**src/rtl/dw_pkg.sv**
```systemverilog
package dw_pkg;
    typedef enum logic [1:0] {
        SEL_WAKE_LO = 2'd0,
        SEL_EVT_LO  = 2'd1,
        SEL_WAKE_HI = 2'd2,
        SEL_EVT_HI  = 2'd3
    } reg_sel_e;
endpackage

```
**src/rtl/dw_mask_regs.sv**
```systemverilog
module dw_mask_regs #(
    parameter int NUM_LINES = 38,
    parameter logic [NUM_LINES-1:0] WAKE_RST = 38'h3F_FFF8_0000
) (
    input  logic                 clk,
    input  logic                 rst_n,
    input  logic                 we_i,
    input  logic [1:0]           addr_i,
    input  logic [31:0]          wdata_i,
    output logic [31:0]          rdata_o,
    output logic [NUM_LINES-1:0] wake_mask_o,
    output logic [NUM_LINES-1:0] evt_mask_o
);
    localparam int HI_W = NUM_LINES - 32;

    typedef struct packed {
        logic [NUM_LINES-1:0] wake;
        logic [NUM_LINES-1:0] evt;
    } masks_t;

    masks_t m_d, m_q;
    dw_pkg::reg_sel_e sel;

    assign sel = dw_pkg::reg_sel_e'(addr_i);

    always_comb begin
        m_d = m_q;
        if (we_i) begin
            case (sel)
                dw_pkg::SEL_WAKE_LO: m_d.wake[31:0]           = wdata_i;
                dw_pkg::SEL_EVT_LO:  m_d.evt[31:0]            = wdata_i;
                dw_pkg::SEL_WAKE_HI: m_d.wake[NUM_LINES-1:32] = wdata_i[HI_W-1:0];
                default:             m_d.evt[NUM_LINES-1:32]  = wdata_i[HI_W-1:0];
            endcase
        end
    end

    always_ff @(posedge clk or negedge rst_n) begin
        if (!rst_n) begin
            m_q.wake <= WAKE_RST;
            m_q.evt  <= '0;
        end else begin
            m_q <= m_d;
        end
    end

    always_comb begin
        rdata_o = '0;
        case (sel)
            dw_pkg::SEL_WAKE_LO: rdata_o                = m_q.wake[31:0];
            dw_pkg::SEL_EVT_LO:  rdata_o                = m_q.evt[31:0];
            dw_pkg::SEL_WAKE_HI: rdata_o[HI_W-1:0]      = m_q.wake[NUM_LINES-1:32];
            default:             rdata_o[HI_W-1:0]      = m_q.evt[NUM_LINES-1:32];
        endcase
    end

    assign wake_mask_o = m_q.wake;
    assign evt_mask_o  = m_q.evt;

    // reset loads the documented values
    p_rst_vals_r1: assert property (@(posedge clk)
        !rst_n |=> (m_q.wake == WAKE_RST && m_q.evt == '0));

    // an upper-line write lands in the low data bits only
    p_hi_wake_write_r2: assert property (@(posedge clk) disable iff (!rst_n)
        (we_i && sel == dw_pkg::SEL_WAKE_HI) |=>
            m_q.wake[NUM_LINES-1:32] == $past(wdata_i[HI_W-1:0]));
endmodule

```
**src/rtl/dw_edge_track.sv**
```systemverilog
module dw_edge_track #(
    parameter int NUM_DIR     = 16,
    parameter int SYNC_STAGES = 2
) (
    input  logic               clk,
    input  logic               rst_n,
    input  logic [NUM_DIR-1:0] line_i,
    input  logic [NUM_DIR-1:0] arm_i,
    input  logic               clr_i,
    output logic [NUM_DIR-1:0] held_o
);
    localparam int LAST = SYNC_STAGES - 1;

    typedef struct packed {
        logic [SYNC_STAGES-1:0][NUM_DIR-1:0] sync;
        logic [NUM_DIR-1:0]                  prev;
        logic [NUM_DIR-1:0]                  held;
    } trk_t;

    trk_t t_d, t_q;
    logic [NUM_DIR-1:0] rise;

    assign rise = t_q.sync[LAST] & ~t_q.prev;

    always_comb begin
        t_d = t_q;
        t_d.sync[0] = line_i;
        for (int k = 1; k < SYNC_STAGES; k++) begin
            t_d.sync[k] = t_q.sync[k-1];
        end
        t_d.prev = t_q.sync[LAST];
        // A fresh edge wins over the clear; a line with no mask holds nothing
        t_d.held = ((t_q.held & {NUM_DIR{~clr_i}}) | rise) & arm_i;
    end

    always_ff @(posedge clk or negedge rst_n) begin
        if (!rst_n) begin
            t_q <= '0;
        end else begin
            t_q <= t_d;
        end
    end

    assign held_o = t_q.held;

    // the clear empties every hold when no edge arrives with it
    p_clear_r7: assert property (@(posedge clk) disable iff (!rst_n)
        (clr_i && rise == '0) |=> t_q.held == '0);

    for (genvar i = 0; i < NUM_DIR; i++) begin : g_chk
        // a hold only starts from a detected rising edge
        p_rise_only_r3: assert property (@(posedge clk) disable iff (!rst_n)
            $rose(t_q.held[i]) |-> $past(rise[i]));
        // an unarmed line holds nothing on the next cycle
        p_unarmed_r6: assert property (@(posedge clk) disable iff (!rst_n)
            !arm_i[i] |=> !t_q.held[i]);
    end
endmodule

```
**src/rtl/dw_wake_combiner.sv**
```systemverilog
module dw_wake_combiner #(
    parameter int NUM_LINES    = 38,
    parameter int FIRST_DIRECT = 22,
    parameter int SYNC_STAGES  = 2,
    parameter logic [NUM_LINES-1:0] WAKE_RST = 38'h3F_FFF8_0000
) (
    input  logic                           clk,
    input  logic                           rst_n,
    input  logic [NUM_LINES-FIRST_DIRECT-1:0] dir_line_i,
    input  logic                           cfg_evt_i,
    input  logic                           cfg_wake_i,
    input  logic                           ext_wake_i,
    input  logic                           evt_clr_i,
    input  logic                           reg_we_i,
    input  logic [1:0]                     reg_addr_i,
    input  logic [31:0]                    reg_wdata_i,
    output logic [31:0]                    reg_rdata_o,
    output logic [NUM_LINES-1:0]           wake_mask_o,
    output logic [NUM_LINES-1:0]           evt_mask_o,
    output logic                           cpu_evt_o,
    output logic                           cpu_wake_o,
    output logic                           sys_wake_o
);
    localparam int NUM_DIR = NUM_LINES - FIRST_DIRECT;

    typedef struct packed {
        logic wake;
    } out_t;

    out_t o_d, o_q;
    logic [NUM_LINES-1:0] wmask, emask;
    logic [NUM_DIR-1:0]   wm_dir, em_dir, arm, held;
    logic                 wake_src;

    dw_mask_regs #(
        .NUM_LINES (NUM_LINES),
        .WAKE_RST  (WAKE_RST)
    ) u_regs (
        .clk         (clk),
        .rst_n       (rst_n),
        .we_i        (reg_we_i),
        .addr_i      (reg_addr_i),
        .wdata_i     (reg_wdata_i),
        .rdata_o     (reg_rdata_o),
        .wake_mask_o (wmask),
        .evt_mask_o  (emask)
    );

    assign wm_dir = wmask[NUM_LINES-1:FIRST_DIRECT];
    assign em_dir = emask[NUM_LINES-1:FIRST_DIRECT];
    assign arm    = wm_dir | em_dir;

    dw_edge_track #(
        .NUM_DIR     (NUM_DIR),
        .SYNC_STAGES (SYNC_STAGES)
    ) u_edges (
        .clk    (clk),
        .rst_n  (rst_n),
        .line_i (dir_line_i),
        .arm_i  (arm),
        .clr_i  (evt_clr_i),
        .held_o (held)
    );

    assign wake_src = (|(held & arm)) | cfg_wake_i;

    always_comb begin
        o_d      = o_q;
        o_d.wake = wake_src;
    end

    always_ff @(posedge clk or negedge rst_n) begin
        if (!rst_n) begin
            o_q <= '0;
        end else begin
            o_q <= o_d;
        end
    end

    assign cpu_evt_o   = (|(held & em_dir)) | cfg_evt_i;
    assign cpu_wake_o  = o_q.wake;
    assign sys_wake_o  = o_q.wake | ext_wake_i;
    assign wake_mask_o = wmask;
    assign evt_mask_o  = emask;

    // a CPU wake-up only rises after a source was present one clock earlier
    p_wake_source_r5: assert property (@(posedge clk) disable iff (!rst_n)
        $rose(cpu_wake_o) |-> $past(cfg_wake_i || (|held)));

    // no event request without an event-masked hold or a configurable event
    p_evt_source_r4: assert property (@(posedge clk) disable iff (!rst_n)
        cpu_evt_o |-> (cfg_evt_i || (|(held & emask[NUM_LINES-1:FIRST_DIRECT]))));
endmodule

```
**config.mk**
```make
export PLATFORM = sky130hd
export DESIGN_NAME = dw_wake_combiner
export DESIGN_NICKNAME = d
export VERILOG_FILES = /design/src/rtl/dw_pkg.sv /design/src/rtl/dw_mask_regs.sv /design/src/rtl/dw_edge_track.sv /design/src/rtl/dw_wake_combiner.sv
export SDC_FILE = /design/constraint.sdc
export NUM_CORES = 1
export LEC_CHECK = 0
export BUFFER_PORTS_ARGS = -buffer_cell sky130_fd_sc_hd__buf_2
export CAP_MARGIN = 10
export CORE_MARGIN = 3
export CORE_UTILIZATION = 30
export DETAILED_ROUTE_END_ITERATION = 12
export HOLD_SLACK_MARGIN = 0.08
export SYNTH_ARGS = -nofsm -noshare
export SYNTH_HDL_FRONTEND = slang
export SYNTH_HIERARCHICAL = 1
export SYNTH_SLANG_ARGS = --single-unit
```
**constraint.sdc**
```tcl
create_clock -name clk -period 3.4 [get_ports clk]
set_input_delay 0.68 -clock clk [delete_from_list [all_inputs] [get_ports clk]]
set_output_delay 0.68 -clock clk [all_outputs]
set_load 0.01 [all_outputs]
```
Word-level counts from Yosys, hierarchy flattened
Index checks and enable logic that the tools add are counted.

Bits in registers: 141. Input bits: 57. Output and inout bits: 111. Logic and storage cells: 34.

Eq/ne operators: 2. Multiplexer cells: 2. Bitwise operators: 13. Reductions and logical operators: 8.

Operator list (number): $and A16 B16 Y16 (5); $pmux W26 S2 (1); $or A16 B16 Y16 (2); $reduce_or A16 Y1 (2); $pmux W6 S3 (1); $not A16 Y16 (1); $reduce_and A2 Y1 (4); $or A1 B1 Y1 (3); $reduce_or A3 Y1 (1); $eq A2 B1 Y1 const B (1); $eq A2 B2 Y1 const B (1); $logic_not A2 Y1 (1); $not A1 Y1 (2).

Longest topological paths before layout
Gate-level depths: netlist (run 1).

Depth after elaboration: 4. Gate-level depth with buffers: 5. Gate-level depth less buffers: 4.

By module
The synthesis (run 1) kept the hierarchy.

Modules (own cells, without submodules): dw_mask_regs (instances 1, cells each 228, area an instance 3432.0 um2, seq. area each 1925.6 um2); dw_edge_track (instances 1, cells each 129, area an instance 2154.6 um2, seq. area each 1601.5 um2); dw_wake_combiner (instances 1, cells each 47, area an instance 324.1 um2, seq. area each 25.0 um2).

Worst setup path after synthesis (run 1)
Ideal clock, no wire load.

Path kind: in2out. From: input reg_addr_i[0]. To: output reg_rdata_o[1]. Arrival time: 1615 ps. Required time: 2720 ps. Setup slack: 1105 ps. Stages: 3. Buffers on the path: 2. Cell sequence: buf_4 > buf_4 > mux4_2.

Word-level cells in the longest chain between the ends: 2. Elaborated cells between the ends (all ways): 4. Those cells by class: eq/ne: 2; mux: 1; reduce/logical: 1.

Ends and longest elaborated chain: start, declared (line dw_wake_combiner.sv:15) `input logic [1:0] reg_addr_i,`; $eq A2 B2 Y1, or another cell as far along (line dw_mask_regs.sv:49) `case (sel)`; $pmux W6 S3 * (line dw_mask_regs.sv:49); end, declared (line dw_wake_combiner.sv:17) `output logic [31:0] reg_rdata_o,`.

Mark *: on every way between the ends. The rest lies on a longest branch, timed or not.

Worst setup path in the final report (run 1)
From: input reg_addr_i[0]. To: output reg_rdata_o[19].

Word-level cells in the longest chain between the ends: 2. Elaborated cells between the ends (all ways): 3. Those cells by class: eq/ne: 1; mux: 1; reduce/logical: 1.

Ends and longest elaborated chain (line): $eq A2 B1 Y1 or $logic_not A2 Y1 (tied branches) (dw_mask_regs.sv:49); $pmux W26 S2 * (dw_mask_regs.sv:49).

Marked as above.

==> summary.md, run 1 <==
| Metric | Value |
|---|---|
| HPWL Detailed | 10680 um |
| Setup ws final | 750.6 ps |
| P&R area growth vs syn | 27.03% |
| Leak pwr | 3.500 nW |
| Num ports | 168 |
| Row cnt | 50 |
| Area contributors post-synth | dfrtp_1, mux2_2, dfstp_2 |
| Post-route DRC | 0 |
| Critical R2R Capture | cpu_wake_o$_DFF_PN0_ |
| CP cell instances | buf_2 > buf_4 > mux2i_1 > nor2_1 > buf_2 |
| Sequential area share after synthesis | 60.10% |
| Clock Skews | 6.714 ps |
| Setup total negative slack | 0 ps |
| EDFF count, synth | 0 |
| Clk sink count | 141 |
| Placer congestion estimate | ~0.75 |
| Pins Over Slew Limit | 0 |
| Post-Place Worst Slack | 667.9 ps |
| Hold Violations, Final | 0 |
| Final Power | between 4 and 5 mW |
| Crit path launch | reg_addr_i[0] |
| Die ar. | 0.02142 mm^2 |
| Post-place instance area | 0.006908 mm^2 |
| Cts bufs inserted | 17 |
| Final setup viols | 0 |
| Die X | 146.4 um |
| GRT Util Overall | around 14% |
| Post-synth top area share | 51.65% |
| Max Fclk | about 0.38 GHz |
| Reg-to-Reg Start | u_regs/evt_mask_o[31]$_DFFE_PN0P_ |
| R2R setup slack | 1490 ps |
| Drt wl/cell | 17.80 um |
| Worst Max-Slew Pin Slew | between 700 and 800 ps |
| Predominant post-synthesis flop cell | dfrtp_1 |
| Crit. End Element | output port |
| RSZ-0062 raised after global routing | false |
| Cell count after synthesis | 404 |
| Final wirelength | ~15000 um |
| Crit-path leading delay family | buffers and inverters |
| Max clock buf depth | 2 |
| Antenna Diode Count | 0 |
| Mean Syn Cell Area | roughly 15 um^2 |
| CTS resizes | 0 |
| Clk_lat worst skew | 410 ps |
| WS Path Type | primary input to output port |
| WP buf/inv | 3 |
| Hold_buf cts | 0 |
| Vias per cell | 4.518 |
| Fin crit share | 77.92% |
| Max-cap violations | 0 |
| Vias in the first global route | 4185 |
| FFs w/ async S/R, synth | 100.0% |
| Syn. warnings | 6 |
| IO Port Bufs | 167 |
| Antenna viol nets, final | 0 |
| Cell taking the most area after synthesis | dfrtp_1 |
| Largest net degree at the start of global routing | 80 |
| Flops & latches, synth | roughly 140 |
| Rel. slew slack | 51.17% |
| Cell mode on critical path | buf_2 |
| Worst VDD drop | 0.0003170 V |
| Layout Nets | 625 |
| PwrDens | 661.8 mW/mm^2 |
| Critical Path Source Type | primary input |
| Global-route wire length before repair | 23990 um |
| Mapped Area | 0.005911 mm^2 |
| Share of cells above drive strength 1 | 58.35% |
| Slowest CP cell | buf_2 |
| Worst Hold Class | primary input to asynchronous set/reset pin |
| Post-CTS Setup Inserts | 0 |
| Critical Path Max Stage Delay | 470 ps |
| Initial antenna violation count | 1 |
| Vias | 3800 |
| Overflow after GRT | 0 |
| Worst Path Max Fanout | 15 |
| Fin crit period | about 2600 ps |
| Clock transition at path regs | 60 ps |
| DRT Pass-1 Iters | 4 |
| Unique masters post-synth | 33 |
| WP data arrival | between 1500 and 2000 ps |
| Iter 0 DRT Violations | 114 |
| Worst Path Required | 2720 ps |
| Synth Net Count | 461 |
| Status | finished, final reports clean |
| CTS Root Cell | clkbuf_16 |
| H-tree depth | 4 |
| DIE HEIGHT | approximately 150 um |
| CTS tree | yes |
| Core box area | 0.01902 mm^2 |
| Worst Reg2Reg Path Length in Cells | 4 |
| Post-route cell area | between 0.007 and 0.008 mm^2 |
| Initial cell density of the core | 31.08% |
==> registers in the layout, summed over array words and instances (netlist names) <==
name                count
cpu_wake_o              1
u_edges/held_o         16
u_edges/t_d            32
u_edges/t_q            16
u_regs/evt_mask_o      38
u_regs/wake_mask_o     38
==> layout by cell type, fill, tap and decap left out, drive strengths merged <==
cell,count
a22oi,6
nand2b,32
inv,2
clkbuf,19
o21a,1
clkinv,6
nor2,26
bufinv,3
clkinvlp,2
mux4,6
o21ai,12
a222oi,1
a211o,1
mux2i,26
a221o,1
a21boi,16
nand4,4
a2111o,1
buf,176
nor3b,1
mux2,76
dfstp,19
nand3b,2
nand3,2
or2,17
or4,1
dfrtp,122
==> Yosys cell counts, types with 2 or more instances <==
cell      instances
dfrtp_1         122
buf_2             4
nand2b_1         23
a22oi_1           6
buf_6             6
nand2b_4          9
nand3_1           2
mux4_2            6
dfstp_2          19
or2_2            15
a21boi_1          6
nor2_1           26
mux2_1            4
mux2_2           72
buf_4            19
a21boi_2          9
o21ai_0          12
nand4_1           4
mux2i_1          26
==> layer usage <==
layer | global-route usage [%] | part of all wire, % | routed length [um]
met2 | 23.64 | 51 | 7567
met4 | 4.374 | 1.2 | 185
met3 | 5.307 | 5.9 | 884
met5 | 0 | 0.080 | 12
met1 | 17.92 | 42 | 6319
==> where the power goes <==
group	switching [mW]	total [mW]	internal [mW]	leakage, nW
Sequential	0.222	2.16	1.94	1.65
Combinational	0.441	0.916	0.475	1.56
Clock	0.729	1.89	1.16	0.288
Total	1.39	4.97	3.58	3.50
==> metrics by stage <==
step                hold slack, ps  cells  util [%]
floorplan                    331.2    404         -
global placement             334.4    809     36.32
detailed placement           334.7    809     36.32
CTS                          328.2    841     39.48
global route                 336.9    841     39.48
finish                       296.4    841     39.48
==> how the worst max path moves through the flow <==
stage | to | slack, ps | depth (start not counted)
finish | reg_rdata_o[19] | 750 | 5
global placement | u_regs/evt_mask_o[5]$_DFFE_PN0P_ | 710 | 4
global route | reg_rdata_o[22] | 620 | 5
CTS | reg_rdata_o[22] | 690 | 5
floorplan | reg_rdata_o[1] | 1110 | 3
detailed placement | u_regs/evt_mask_o[6]$_DFFE_PN0P_ | 670 | 4
==> worst reg2reg max path, cell delays in order, from the launching register on <==
cell and delay, ps:
dfrtp_1 430, or2_4 260, a221o_1 390, or4_1 430
a211o_1 280
==> final cells by class <==
class	instances	area, um^2
Fill cell	1840	11510
Sequential cell	141	3552
Multi-Input combinational cell	232	2121
Timing Repair Buffer	176	909.6
Clock buffer	19	432.9
Tap cell	260	325.3
Clock inverter	13	167.7
==> cells by family after synthesis <==
logic type,share of synthesized area [%]
flip-flops,60.10
multiplexers,21.17
AND/OR/NAND/NOR,9.526
AO/OA/AOI/OAI,5.186
buffers and inverters,4.022
(Power assumes the default switching activity.)
==> inputs of run 2 (changes only) <==
- clock period: 3.4 -> 2.5 ns (I/O delays scaled with it)
==> summary.md, run 2 (synthesis results as in run 1) <==
| Metric | Value |
|---|---|
| Rel. slew slack | 61.63% |
| Initial antenna violation count | 1 |
| Worst Hold Class | primary input to flip-flop |
| WS Path Type | flip-flop to output port |
| Post-place instance area | around 0.0070 mm^2 |
| GRT Util Overall | 14.21% |
| Antenna Diode Count | 0 |
| Vias per cell | ~4.5 |
| Leak pwr | 3.556 nW |
| Worst Max-Slew Pin Slew | 575.5 ps |
| Setup total negative slack | 0 ps |
| Clk sink count | 141 |
| Post-route cell area | 0.007620 mm^2 |
| Crit path launch | u_regs/evt_mask_o[27]$_DFFE_PN0P_ |
| Overflow after GRT | 0 |
| Max-cap violations | 0 |
| Pins Over Slew Limit | 0 |
| Die X | 146.4 um |
| Worst Path Max Fanout | 6 |
| Clock transition at path regs | 60 ps |
| Fill cells | 1822 |
| P&R area growth vs syn | 28.92% |
| Iter 0 DRT Violations | 100 |
| Row cnt | 50 |
| Final setup viols | 0 |
| Max Fclk | around 0.42 GHz |
| Hold Path Depth | 1 |
| Final wirelength | roughly 15000 um |
| Max clock buf depth | 2 |
| Hold_buf cts | 1 |
| Reg-to-Reg Start | u_regs/evt_mask_o[31]$_DFFE_PN0P_ |
| RSZ-0062 raised after global routing | false |
| Num ports | 168 |
| Cts bufs inserted | 17 |
| Post-CTS Setup Inserts | 0 |
| Initial cell density of the core | 31.08% |
| Layout Nets | about 630 |
| Vias in the first global route | 4240 |
| Share of cells above drive strength 1 | 58.63% |
| Worst VDD drop | 0.0004353 V |
| Worst Path Required | 2000 ps |
| CTS Root Cell | clkbuf_16 |
| DIE HEIGHT | between 100 and 150 um |
| HPWL Detailed | 10470 um |
| DRT Pass-1 Iters | 4 |
| Global-route wire length before repair | 23830 um |
| Vias | 3804 |
| Clock Skews | 8.197 ps |
| Largest net degree at the start of global routing | 61 |
| Core box area | around 0.019 mm^2 |
| CTS resizes | 0 |
| Hold path start | dir_line_i[0] |
| Antenna viol nets, final | 0 |
| WP data arrival | roughly 1900 ps |
| Status | finished, final reports clean |
| CTS tree | yes |
| Clk_lat worst skew | 410 ps |
| PwrDens | 918.5 mW/mm^2 |
| Die ar. | 0.02142 mm^2 |
| Hold Violations, Final | 0 |
| Worst Reg2Reg Path Length in Cells | 4 |
| Drt wl/cell | 17.46 um |
| H-tree depth | 4 |
| R2R setup slack | 570 ps |
| Fin crit period | 2368 ps |
| Crit. End Element | output port |
| Post-route DRC | 0 |
| Placer congestion estimate | 0.7835 |
| Final Power | 6.999 mW |
| Commonest non-fill, non-tap cell in the layout | buf_2 |
| Most frequent cells in the layout | buf_2, dfrtp_1, mux2_2 |
| Critical Path Source Type | flip-flop |
| Fin crit share | 94.73% |
| IO Port Bufs | ~170 |
run 2: cell types whose count changed in the layout (fill, tap and decap cells not counted), sizes merged:
| cell | before | now |
|---|---|---|
| buf | 176 | 179 |
| bufinv | 3 | 5 |
| clkinv | 6 | 5 |
| clkinvlp | 2 | 1 |
| dlygate4sd3 | 0 | 1 |
run 2: worst max-delay path: stages (launching register included):
cell,delay [ps]
dfrtp_1,450
a22oi_1,230
nand4_1,230
a2111o_1,410
buf_2,150
run 2: routing by layer:
layer	GRT usage [%]	part of all wire [%]
met2	23.13	49
met3	4.873	6.3
met5	0	0.14
met1	17.99	44
met4	4.233	1.3
run 2: stage by stage:
stage          hold slack [ps]  worst slack [ps]  std cells  utilization, %
6_report                 191.9             131.7        845           40.07
5_1_grt                  165.5             1.343        845           40.07
4_1_cts                  166.3             84.66        845           40.07
3_5_place_dp             334.7             325.3        812           36.57
3_3_place_gp             335.2             339.2        812           36.57
2_1_floorplan            204.4             565.3        404               -
run 2: layout make-up:
cell class              count  area [um^2]  area share [%]
clock inverters            13        211.5           2.775
well taps                 260        325.3           4.269
clock buffers              19        442.9           5.813
multi-input cells         232         2121           27.83
flip-flops and latches    141         3552           46.62
repair buffers            180        967.2           12.69
run 2: where the power goes:
part	switching (mW)	leakage (nW)	internal, mW
clock	0.992	0.318	1.81
combinational	0.600	1.59	0.654
sequential	0.306	1.65	2.64
total	1.90	3.56	5.10
run 2: final timing paths:
path	endpoint
max	cpu_evt_o
min	u_edges/t_d[48]$_DFF_PN0_
max reg2reg	cpu_wake_o$_DFF_PN0_
min reg2reg	u_edges/t_d[21]$_DFF_PN0_
max in group asynchronous	u_regs/wake_mask_o[19]$_DFFE_PN1P_
min in group asynchronous	u_edges/t_d[24]$_DFF_PN0_
